==> config.mk <==
export PLATFORM = sky130hd
export DESIGN_NAME = nand_cpbk_seq
export DESIGN_NICKNAME = d
export VERILOG_FILES = /design/src/rtl/nand_cpbk_pkg.sv /design/src/rtl/nand_cpbk_addr_chk.sv /design/src/rtl/nand_cpbk_lock.sv /design/src/rtl/nand_cpbk_fsm.sv /design/src/rtl/nand_cpbk_seq.sv
export SDC_FILE = /design/constraint.sdc
export NUM_CORES = 1
export LEC_CHECK = 0
export BUFFER_PORTS_ARGS = -buffer_cell sky130_fd_sc_hd__buf_2
export CAP_MARGIN = 20
export CORE_ASPECT_RATIO = 0.5
export CORE_MARGIN = 2
export CORE_UTILIZATION = 62
export CTS_CLUSTER_DIAMETER = 40
export DETAILED_ROUTE_END_ITERATION = 6
export PLACE_DENSITY = 0.82
export SLEW_MARGIN = 40
export SYNTH_ARGS = -nofsm -noshare
export SYNTH_HDL_FRONTEND = slang
export SYNTH_SLANG_ARGS = --single-unit
==> constraint.sdc <==
create_clock -name clk -period 10.41 [get_ports clk]
set_input_delay 2.082 -clock clk [delete_from_list [all_inputs] [get_ports clk]]
set_output_delay 2.082 -clock clk [all_outputs]
set_load 0.005 [all_outputs]
==> src/rtl/nand_cpbk_pkg.sv <==
package nand_cpbk_pkg;
  typedef enum logic [2:0] {
    ST_IDLE, ST_WR, ST_WB, ST_RB, ST_RD, ST_FIN
  } cpbk_st_e;

  localparam logic [7:0] OP_SRC_RD = 8'h00;
  localparam logic [7:0] OP_MOVE   = 8'h8A;
  localparam logic [7:0] OP_GO     = 8'h10;
  localparam logic [7:0] OP_STAT   = 8'h70;
endpackage

==> src/rtl/nand_cpbk_addr_chk.sv <==
module nand_cpbk_addr_chk #(
  parameter int DENS_N = 3,
  parameter int DENS_W = 2
) (
  input  logic [DENS_N-1:0] diff,
  input  logic [DENS_W-1:0] dens,
  output logic              ok
);
  always_comb begin
    ok = 1'b0;
    for (int d = 0; d < DENS_N; d++) begin
      if (dens == DENS_W'(d)) ok = ~diff[d];
    end
  end
endmodule

==> src/rtl/nand_cpbk_lock.sv <==
module nand_cpbk_lock #(
  parameter int ADDR_W    = 32,
  parameter int DEPTH     = 8,
  parameter int BLK_SHIFT = 5
) (
  input  logic              clk,
  input  logic              rst_n,
  input  logic              ins_en,
  input  logic [ADDR_W-1:0] ins_page,
  input  logic              ers_en,
  input  logic [ADDR_W-1:0] ers_page,
  input  logic [ADDR_W-1:0] q_page,
  output logic              q_hit,
  output logic              full
);
  localparam logic [ADDR_W-1:0] BLK_MASK = ~((ADDR_W'(1) << BLK_SHIFT) - ADDR_W'(1));

  logic [DEPTH-1:0]  vld;
  logic [DEPTH-1:0]  hit_v, ers_v, dup_v, sel;
  logic [ADDR_W-1:0] pg [DEPTH];

  for (genvar i = 0; i < DEPTH; i++) begin : g_ent
    assign hit_v[i] = vld[i] && (pg[i] == q_page);
    assign dup_v[i] = vld[i] && (pg[i] == ins_page);
    assign ers_v[i] = ers_en && vld[i] && (((pg[i] ^ ers_page) & BLK_MASK) == '0);

    always_ff @(posedge clk) begin
      if (ins_en && sel[i]) pg[i] <= ins_page;
    end
  end

  always_comb begin
    sel = '0;
    if (!(|dup_v)) begin
      for (int i = DEPTH - 1; i >= 0; i--) begin
        if (!vld[i]) sel = DEPTH'(1) << i;
      end
    end
  end

  assign q_hit = |hit_v;
  assign full  = &vld;

  always_ff @(posedge clk or negedge rst_n) begin
    if (!rst_n) vld <= '0;
    else        vld <= (vld & ~ers_v) | (ins_en ? sel : '0);
  end
endmodule

==> src/rtl/nand_cpbk_fsm.sv <==
module nand_cpbk_fsm
  import nand_cpbk_pkg::*;
#(
  parameter int ADDR_BYTES = 4,
  parameter int WB_CYC     = 2,
  parameter int TMO_CYC    = 100000,
  localparam int ADDR_W    = 8 * ADDR_BYTES
) (
  input  logic              clk,
  input  logic              rst_n,
  input  logic              start,
  input  logic              addr_ok,
  input  logic [ADDR_W-1:0] src,
  input  logic [ADDR_W-1:0] dst,
  output logic              idle,
  output logic              done,
  output logic              fail,
  output logic              addr_err,
  output logic              timeout,
  output logic [7:0]        status,
  output logic              lock_ins,
  output logic [ADDR_W-1:0] lock_page,
  output logic              nf_ce_n,
  output logic              nf_cle,
  output logic              nf_ale,
  output logic              nf_we_n,
  output logic              nf_re_n,
  output logic [7:0]        nf_io_out,
  output logic              nf_io_oe,
  input  logic [7:0]        nf_io_in,
  input  logic              nf_rb_n
);
  localparam int N        = ADDR_BYTES;
  localparam int IDX_LAST = 2 * N + 3;
  localparam int IW       = $clog2(IDX_LAST + 1);
  localparam int WW       = $clog2(WB_CYC + 1);
  localparam int TW       = $clog2(TMO_CYC + 1);
  localparam logic [IW-1:0] I_SRC_END = IW'(N);
  localparam logic [IW-1:0] I_MOVE    = IW'(N + 1);
  localparam logic [IW-1:0] I_GO      = IW'(2 * N + 2);
  localparam logic [IW-1:0] I_STAT    = IW'(2 * N + 3);

  cpbk_st_e          st;
  logic [IW-1:0]     idx;
  logic              ph;
  logic [WW-1:0]     wcnt;
  logic [TW-1:0]     tcnt;
  logic [ADDR_W-1:0] src_q, dst_q;
  logic [7:0]        cur_byte;
  logic              cur_cmd;

  always_comb begin
    cur_byte = OP_SRC_RD;
    cur_cmd  = 1'b1;
    if (idx == I_MOVE) cur_byte = OP_MOVE;
    if (idx == I_GO)   cur_byte = OP_GO;
    if (idx == I_STAT) cur_byte = OP_STAT;
    for (int k = 0; k < N; k++) begin
      if (idx == IW'(k + 1)) begin
        cur_byte = src_q[8*k +: 8];
        cur_cmd  = 1'b0;
      end
      if (idx == IW'(N + 2 + k)) begin
        cur_byte = dst_q[8*k +: 8];
        cur_cmd  = 1'b0;
      end
    end
  end

  assign idle      = (st == ST_IDLE);
  assign nf_ce_n   = (st == ST_IDLE) || (st == ST_FIN);
  assign nf_io_oe  = (st == ST_WR);
  assign nf_cle    = (st == ST_WR) && cur_cmd;
  assign nf_ale    = (st == ST_WR) && !cur_cmd;
  assign nf_we_n   = !((st == ST_WR) && !ph);
  assign nf_re_n   = !(st == ST_RD);
  assign nf_io_out = (st == ST_WR) ? cur_byte : 8'h00;
  assign lock_ins  = (st == ST_RD);
  assign lock_page = dst_q;

  always_ff @(posedge clk or negedge rst_n) begin
    if (!rst_n) begin
      st       <= ST_IDLE;
      idx      <= '0;
      ph       <= 1'b0;
      wcnt     <= '0;
      tcnt     <= '0;
      src_q    <= '0;
      dst_q    <= '0;
      done     <= 1'b0;
      fail     <= 1'b0;
      addr_err <= 1'b0;
      timeout  <= 1'b0;
      status   <= 8'h00;
    end else begin
      unique case (st)
        ST_IDLE: if (start) begin
          src_q    <= src;
          dst_q    <= dst;
          done     <= 1'b0;
          fail     <= 1'b0;
          timeout  <= 1'b0;
          status   <= 8'h00;
          idx      <= '0;
          ph       <= 1'b0;
          addr_err <= !addr_ok;
          st       <= addr_ok ? ST_WR : ST_FIN;
        end
        ST_WR: begin
          ph <= !ph;
          if (ph) begin
            if (idx == I_SRC_END || idx == I_GO) begin
              wcnt <= '0;
              st   <= ST_WB;
            end else if (idx == I_STAT) begin
              st <= ST_RD;
            end else begin
              idx <= idx + IW'(1);
            end
          end
        end
        ST_WB: begin
          wcnt <= wcnt + WW'(1);
          if (wcnt == WW'(WB_CYC - 1)) begin
            tcnt <= '0;
            st   <= ST_RB;
          end
        end
        ST_RB: begin
          if (nf_rb_n) begin
            idx <= idx + IW'(1);
            st  <= ST_WR;
          end else if (tcnt == TW'(TMO_CYC - 1)) begin
            timeout <= 1'b1;
            st      <= ST_FIN;
          end else begin
            tcnt <= tcnt + TW'(1);
          end
        end
        ST_RD: begin
          status <= nf_io_in;
          fail   <= nf_io_in[0];
          st     <= ST_FIN;
        end
        ST_FIN: begin
          done <= 1'b1;
          st   <= ST_IDLE;
        end
        default: st <= ST_IDLE;
      endcase
    end
  end
endmodule

==> src/rtl/nand_cpbk_seq.sv <==
module nand_cpbk_seq #(
  parameter int ADDR_BYTES = 4,
  parameter int BASE_BIT   = 23,
  parameter int WB_CYC     = 2,
  parameter int TMO_CYC    = 100000,
  parameter int LOCK_DEPTH = 8,
  parameter int BLK_SHIFT  = 5,
  localparam int ADDR_W    = 8 * ADDR_BYTES
) (
  input  logic              clk,
  input  logic              rst_n,
  input  logic              req_valid,
  output logic              req_ready,
  input  logic [ADDR_W-1:0] req_src,
  input  logic [ADDR_W-1:0] req_dst,
  input  logic [1:0]        req_dens,
  output logic              busy,
  output logic              done,
  output logic              fail,
  output logic              addr_err,
  output logic              timeout,
  output logic [7:0]        status,
  input  logic [ADDR_W-1:0] pp_query,
  output logic              pp_locked,
  input  logic              erase_en,
  input  logic [ADDR_W-1:0] erase_page,
  output logic              nf_ce_n,
  output logic              nf_cle,
  output logic              nf_ale,
  output logic              nf_we_n,
  output logic              nf_re_n,
  output logic [7:0]        nf_io_out,
  output logic              nf_io_oe,
  input  logic [7:0]        nf_io_in,
  input  logic              nf_rb_n
);
  localparam int DENS_N = 3;

  logic              idle, full, addr_ok, start, lock_ins;
  logic [ADDR_W-1:0] lock_page;
  logic [DENS_N-1:0] diff;

  assign diff      = req_src[BASE_BIT +: DENS_N] ^ req_dst[BASE_BIT +: DENS_N];
  assign req_ready = idle && !full;
  assign start     = req_valid && req_ready;
  assign busy      = !idle;

  nand_cpbk_addr_chk #(.DENS_N(DENS_N), .DENS_W(2)) i_chk_addr (
    .diff (diff),
    .dens (req_dens),
    .ok   (addr_ok)
  );

  nand_cpbk_lock #(.ADDR_W(ADDR_W), .DEPTH(LOCK_DEPTH), .BLK_SHIFT(BLK_SHIFT)) i_lock (
    .clk      (clk),
    .rst_n    (rst_n),
    .ins_en   (lock_ins),
    .ins_page (lock_page),
    .ers_en   (erase_en),
    .ers_page (erase_page),
    .q_page   (pp_query),
    .q_hit    (pp_locked),
    .full     (full)
  );

  nand_cpbk_fsm #(.ADDR_BYTES(ADDR_BYTES), .WB_CYC(WB_CYC), .TMO_CYC(TMO_CYC)) i_fsm (
    .clk       (clk),
    .rst_n     (rst_n),
    .start     (start),
    .addr_ok   (addr_ok),
    .src       (req_src),
    .dst       (req_dst),
    .idle      (idle),
    .done      (done),
    .fail      (fail),
    .addr_err  (addr_err),
    .timeout   (timeout),
    .status    (status),
    .lock_ins  (lock_ins),
    .lock_page (lock_page),
    .nf_ce_n   (nf_ce_n),
    .nf_cle    (nf_cle),
    .nf_ale    (nf_ale),
    .nf_we_n   (nf_we_n),
    .nf_re_n   (nf_re_n),
    .nf_io_out (nf_io_out),
    .nf_io_oe  (nf_io_oe),
    .nf_io_in  (nf_io_in),
    .nf_rb_n   (nf_rb_n)
  );
endmodule

==> impl_metrics.csv, run 1 <==
group,metric,value,unit
sta,setup_viol,0,
sta,report.final.slew_viol_count,0,
synth,ys.flop_type,"edfxtp_1",
synth,ys_seq_elements,366,
placement,place_hpwl,49300,um
sta,min_period,6590,ps
sta,relSlewSlack,0.431,
drt,drc,0,
synth,yosys.area.top_type_share,0.354,
synth,synth-edff-count,256,
run_status,status,"complete, no violations",
placement,numPortBuffers,166,
cells_and_area,nets,2273,
run,cap_violations,0,
critical_path,startpoint_type,"primary input",
cells_and_area,nFillCells,2471,
drt,vias,17500,
drt,wire_per_inst,30.1,um
clocking,clk_pin_slew,70,ps
worst_hold_path,holdPathStages,2,
synth,ys_types,68,
clocking,clock_latency,560,ps
drt,drtPass1Iterations,7,
drt,wl,79200,um
clocking,cts_root_buf,"clkbuf_16",
clocking,hold_buffers,0,
synth,synth_top_cell_by_area,"edfxtp_1",
floorplanning,core-area,0.0345,mm^2
global_routing,track_usage,0.435,
clocking,cts.path.max_buffers,3,
global_routing,grt_first_pass_wirelength,112000,um
floorplanning,dieWidth,269,um
critical_path,required,8330,ps
drt,vias_per_cell,6.67,
clocking,numCtsBuffers,39,
pwr,power,3.37,mW
sta,fmax,152,MHz
cells_and_area,finalNonFillerCells,2629,
synth,async_flop_share,0.301,
sta,final.setup.tns,0,ps
placement,place_inst,2557,
synth,yosys-top-cells-area,"edfxtp_1 35%, xnor2_1 19%, dfrtp_1 13%",
synth,synth.avg_cell_area,10.8,um^2
critical_path,cp.arrival,4510,ps
floorplanning,ios,172,
synth,synth_nets,2154,
floorplanning,start_util,0.630,
global_routing,grt_start_max_net_pins,76,
pwr,leakage,10.5,nW
clocking,clock-sinks,366,
critical_path,ff2ff_path_depth,10,
critical_path,crit_fanout,8,
floorplanning,dieArea,0.0366,mm^2
synth,synth_area,0.0217,mm^2
cells_and_area,syn_to_final_growth,12.1,%
pwr,peakVddDrop,0.109,mV
floorplanning,dieHeight,136,um
global_routing,grt_pass1_vias,16500,
sta,worst_pin_slew,853,ps
cells_and_area,drive_above_1_share,0.142,
sta,finalCritPeriodShare,0.633,
clocking,cts_resized,0,
critical_path,crit_type,"in2out",
clocking,cts_tree,"yes",
drt,drt_iter0_markers,2898,
critical_path,end_kind,"output port",
global_routing,grt.overflow.total,0,
cells_and_area,diodes,0,
synth,ys_seq_area_frac,0.481,
placement,gp_congestion,1.03,
synth,ys_warn_count,0,
worst_hold_path,hold_class,"reg2reg",
pwr,p_per_area,139,mW/mm^2
clocking,cts_setup_buffers,0,
floorplanning,num_rows,48,
sta,rsz0062_at_grt,"false",
sta,final_hold_viol_count,0,
clocking,htreeDepth,2,
drt,antenna_left,0,
global_routing,antenna_found_initial,2,
synth,synth_cells,2005,
sta,fin_skew,30.9,ps
cells_and_area,mostFrequentLayoutCells,"482 x xnor2_1, 265 x xor2_1, 263 x nand2_1",
cells_and_area,final_common_cell,"xnor2_1",
[worst max-delay path, stage by stage]
cell	delay, ps
buf_2	480
xnor2_1	190
nand4_1	140
nor4_1	380
nand4_1	170
nor4_1	680
nor4_1	160
nand2_1	110
buf_2	120
[path summary, 6_finish.rpt]
kind                               endpoint  slack (ps)                 from
min                         i_fsm.src_q[20]         480      i_fsm.src_q[20]
min reg2reg                 i_fsm.src_q[20]         480      i_fsm.src_q[20]
min in group asynchronous   i_fsm.src_q[14]        1520                rst_n
max                               pp_locked        3820          pp_query[2]
max reg2reg                i_lock.pg[1][55]        6560  i_fsm.lock_page[19]
max in group asynchronous      i_fsm.idx[2]        7790                rst_n
[flip-flops by register name, summed over array words and instances, names as in the netlist]
name / flops
i_lock.pg: 256
i_fsm.lock_page: 32
i_fsm.src_q: 32
i_fsm.tcnt: 17
i_lock.vld: 8
i_fsm.status: 7
i_fsm.idx: 4
i_fsm.st: 3
i_fsm.wcnt: 2
i_fsm.addr_err: 1
i_fsm.done: 1
i_fsm.fail: 1
i_fsm.ph: 1
i_fsm.timeout: 1
[kinds of logic after synthesis]
family | after synthesis | share of synthesized area
compound gates | 111 | 0.0347
xor+xnor | 747 | 0.301
fa+ha+maj | 6 | 0.00346
buf+inv | 147 | 0.0322
flops | 366 | 0.481
mux | 4 | 0.00305
simple gates | 624 | 0.145
[synthesized netlist by cell type (6+ instances only)]
master and count:
nor4_1 83, a211oi_1 7, nor2_1 40, o21ai_0 42, buf_1 7, inv_1 13
xnor2_1 482, o41ai_1 8, nand4_1 131, xor2_1 265, nand3_1 35, nor3_1 26
edfxtp_1 256, ha_1 6, a21oi_1 17, nand2_1 264, or4_1 8, and3_1 6
dfrtp_1 110, clkbuf_1 85, buf_4 33, buf_2 7
[report_power, final]
group	switching (mW)	total (mW)	internal [mW]
sequential	0.00747	1.56	1.56
combinational	0.188	0.289	0.101
clock	0.629	1.52	0.893
[layer usage]
metal / GRT usage / vias up / part of all wire
met5: 0 / - / 0
met4: 0.244 / 0 / 0.074
met3: 0.173 / 401 / 0.17
met2: 0.602 / 1633 / 0.39
met1: 0.581 / 8339 / 0.36
li1: - / 7175 / -
[metrics by stage]
stage	worst slack, ps	area, um^2	hold slack, ps	util
after floorplan	4850	21700	437	-
after global placement	3850	22900	462	0.663
after detailed placement	3900	22900	464	0.665
after CTS	3890	24300	481	0.705
after global routing	3770	24400	505	0.706
final	3820	24400	479	0.706
[area by class of cell]
cell class / count / area [um^2] / share of cell area
clock inverter: 22 / 320 / 0.0132
clock buffer: 49 / 1070 / 0.0438
timing repair buffer: 212 / 1230 / 0.0505
tap: 475 / 594 / 0.0244
multi-input combinational: 1492 / 10700 / 0.437
sequential: 366 / 10400 / 0.429
inverter: 13 / 48.8 / 0.00200
(Power assumes the default switching activity.)
==> run 2: changes to the inputs <==
Settings changed: CORE_UTILIZATION 62 to 61, PLACE_DENSITY 0.82 to 0.81.
Clock period 10.41 ns to 6.3 ns, I/O delays scaled along.
==> run 2 against run 1 <==
- via count increased by 0.55%
- clock skew decreased by 0.73 ps
- count of clock-buffer cells in the layout did not move
- first-iteration DRC count up 6.0%
- combinational power up 66%
- sequential power increased by 66%
- critical path depth did not move
- setup slack worse by 2500 ps
- cell area is essentially flat
- register-to-register slack got worse by 4800 ps
- sequential share of layout area is 0.064 points higher
- critical path type unchanged
==> impl_metrics.csv, run 2 (synthesis gave the netlist of run 1 again) <==
group,metric,value,unit
run_status,status,"complete, no violations",
pwr,pwr-share-comb,0.089,
drt,wire_per_inst,30.6,um
worst_hold_path,hold_end,"i_fsm.src_q[20]",
critical_path,crit_fanout,8,
pwr,p_per_area,223,mW/mm^2
clocking,clk_pin_slew,60,ps
cells_and_area,final_common_cell,"xnor2_1",
placement,place_hpwl,54300,um
clocking,cts_root_buf,"clkbuf_16",
critical_path,cp.arrival,3710,ps
global_routing,antenna_found_initial,4,
sta,fmax,201,MHz
cells_and_area,final_area,0.0243,mm^2
pwr,power_frac_seq,0.476,
clocking,numCtsBuffers,38,
sta,worst_pin_slew,957,ps
clocking,clock_latency,560,ps
placement,gp_congestion,1.06,
floorplanning,ios,172,
sta,relSlewSlack,0.362,
global_routing,grt_pass1_vias,16500,
global_routing,grt_start_max_net_pins,76,
clocking,cts_setup_buffers,0,
critical_path,end_kind,"output port",
drt,wl,80900,um
pwr,leakage,10.5,nW
clocking,hold_buffers,0,
floorplanning,core-area,0.0348,mm^2
critical_path,required,5040,ps
drt,drtPass1Iterations,6,
worst_hold_path,holdPathStages,2,
clocking,cts_tree,"yes",
worst_hold_path,min_from,"i_fsm.src_q[20]",
sta,setup_viol,0,
clocking,cts_resized,0,
drt,vias,17600,
cells_and_area,syn_to_final_growth,12.1,%
sta,final_hold_viol_count,0,
clocking,cts.path.max_buffers,3,
sta,fin_skew,30.1,ps
cells_and_area,top_register,"i_lock.pg",
drt,drt_iter0_markers,3073,
sta,min_period,4970,ps
critical_path,ff2ff_path_depth,9,
clocking,clock-sinks,366,
cells_and_area,nets,2284,
sta,rsz0062_at_grt,"false",
placement,post_dp_cell_area,0.0230,mm^2
pwr,peakVddDrop,0.201,mV
pwr,power,5.44,mW
drt,drc,0,
global_routing,grt_first_pass_wirelength,113000,um
critical_path,timing.rr.start,"i_fsm.lock_page[0]",
floorplanning,dieHeight,137,um
critical_path,timing.rr.end,"i_lock.pg[0][83]",
drt,vias_per_cell,6.68,
cells_and_area,largest_reg_flops,256,
sta,final.setup.tns,0,ps
placement,numPortBuffers,166,
pwr,swShare,0.250,
cells_and_area,postLayoutCoreUtil,0.700,
run,cap_violations,0,
drt,antenna_left,0,
floorplanning,dieArea,0.0372,mm^2
critical_path,r2r_slack,1790,ps
cells_and_area,drive_above_1_share,0.148,
critical_path,startpoint_type,"primary input",
sta,report.final.slew_viol_count,0,
pwr,clkPwrFrac,0.436,
critical_path,crit_type,"in2out",
global_routing,track_usage,0.433,
cells_and_area,mostFrequentLayoutCells,"482 x xnor2_1, 265 x xor2_1, 263 x nand2_1",
floorplanning,num_rows,48,
sta,finalCritPeriodShare,0.790,
floorplanning,start_util,0.624,
global_routing,grt.overflow.total,0,
clocking,htreeDepth,2,
pwr,p_sw,1.36,mW
pwr,p_int,4.08,mW
floorplanning,dieWidth,271,um
worst_hold_path,hold_class,"reg2reg",
## run 2: cell types whose count changed in the layout (fill, tap and decap cells not counted), sizes merged
cell,before,now
inv,18,17
diode,0,1
buf,212,224
clkinvlp,3,4
bufinv,6,3
clkinv,8,9
## run 2: how the worst max path moves through the flow
stage                         from               end  slack, ps  cells after the start
3_3_place_gp          pp_query[19]         pp_locked       1520                      9
6_report              pp_query[23]         pp_locked       1330                      9
3_5_place_dp          pp_query[19]         pp_locked       1520                      9
2_1_floorplan  i_fsm.lock_page[28]  i_lock.pg[1][32]       1000                      8
4_1_cts               pp_query[19]         pp_locked       1510                      9
5_1_grt               pp_query[23]         pp_locked       1380                      9
## run 2: stage by stage
step / worst slack, ps / cells / hold slack (ps)
after global placement: 1520 / 2567 / 454
after floorplan: 996 / 2005 / 437
final: 1330 / 2640 / 473
after detailed placement: 1520 / 2568 / 461
after CTS: 1510 / 2637 / 476
after global routing: 1380 / 2639 / 495
## run 2: final cells by class
class	instances	area (um^2)
Sequential cell	366	10400
Timing Repair Buffer	224	1300
Antenna cell	1	2.50
Fill cell	2548	10400
Tap cell	475	594
Clock buffer	49	1070
Inverter	13	48.8
Multi-Input combinational cell	1492	10700
Clock inverter	20	211
## run 2: power by group through the flow
stage | logic (mW) | clock network [mW] | registers, mW
6_report | 0.481 | 2.37 | 2.59
5_1_grt | 0.488 | 2.45 | 2.59
3_5_place_dp | 0.449 | 0 | 2.64
2_1_floorplan | 0.246 | 0 | 2.64
3_3_place_gp | 0.441 | 0 | 2.63
4_1_cts | 0.453 | 2.35 | 2.59
## run 2: worst max-delay path: stages
cell,delay [ps]
buf_2,470
xnor2_1,190
nand4_1,140
nor4_1,350
nand4_1,130
nor4_1,700
nor4_1,210
nand2_1,140
buf_2,120
## run 2: routing by layer
metal,part of all wire,up-vias,wire length (um),track usage
met5,0.00016,-,13,0
met4,0.070,2,5700,0.243
met3,0.18,410,14600,0.182
met2,0.39,1666,31800,0.603
met1,0.36,8383,28900,0.570
li1,-,7184,-,-
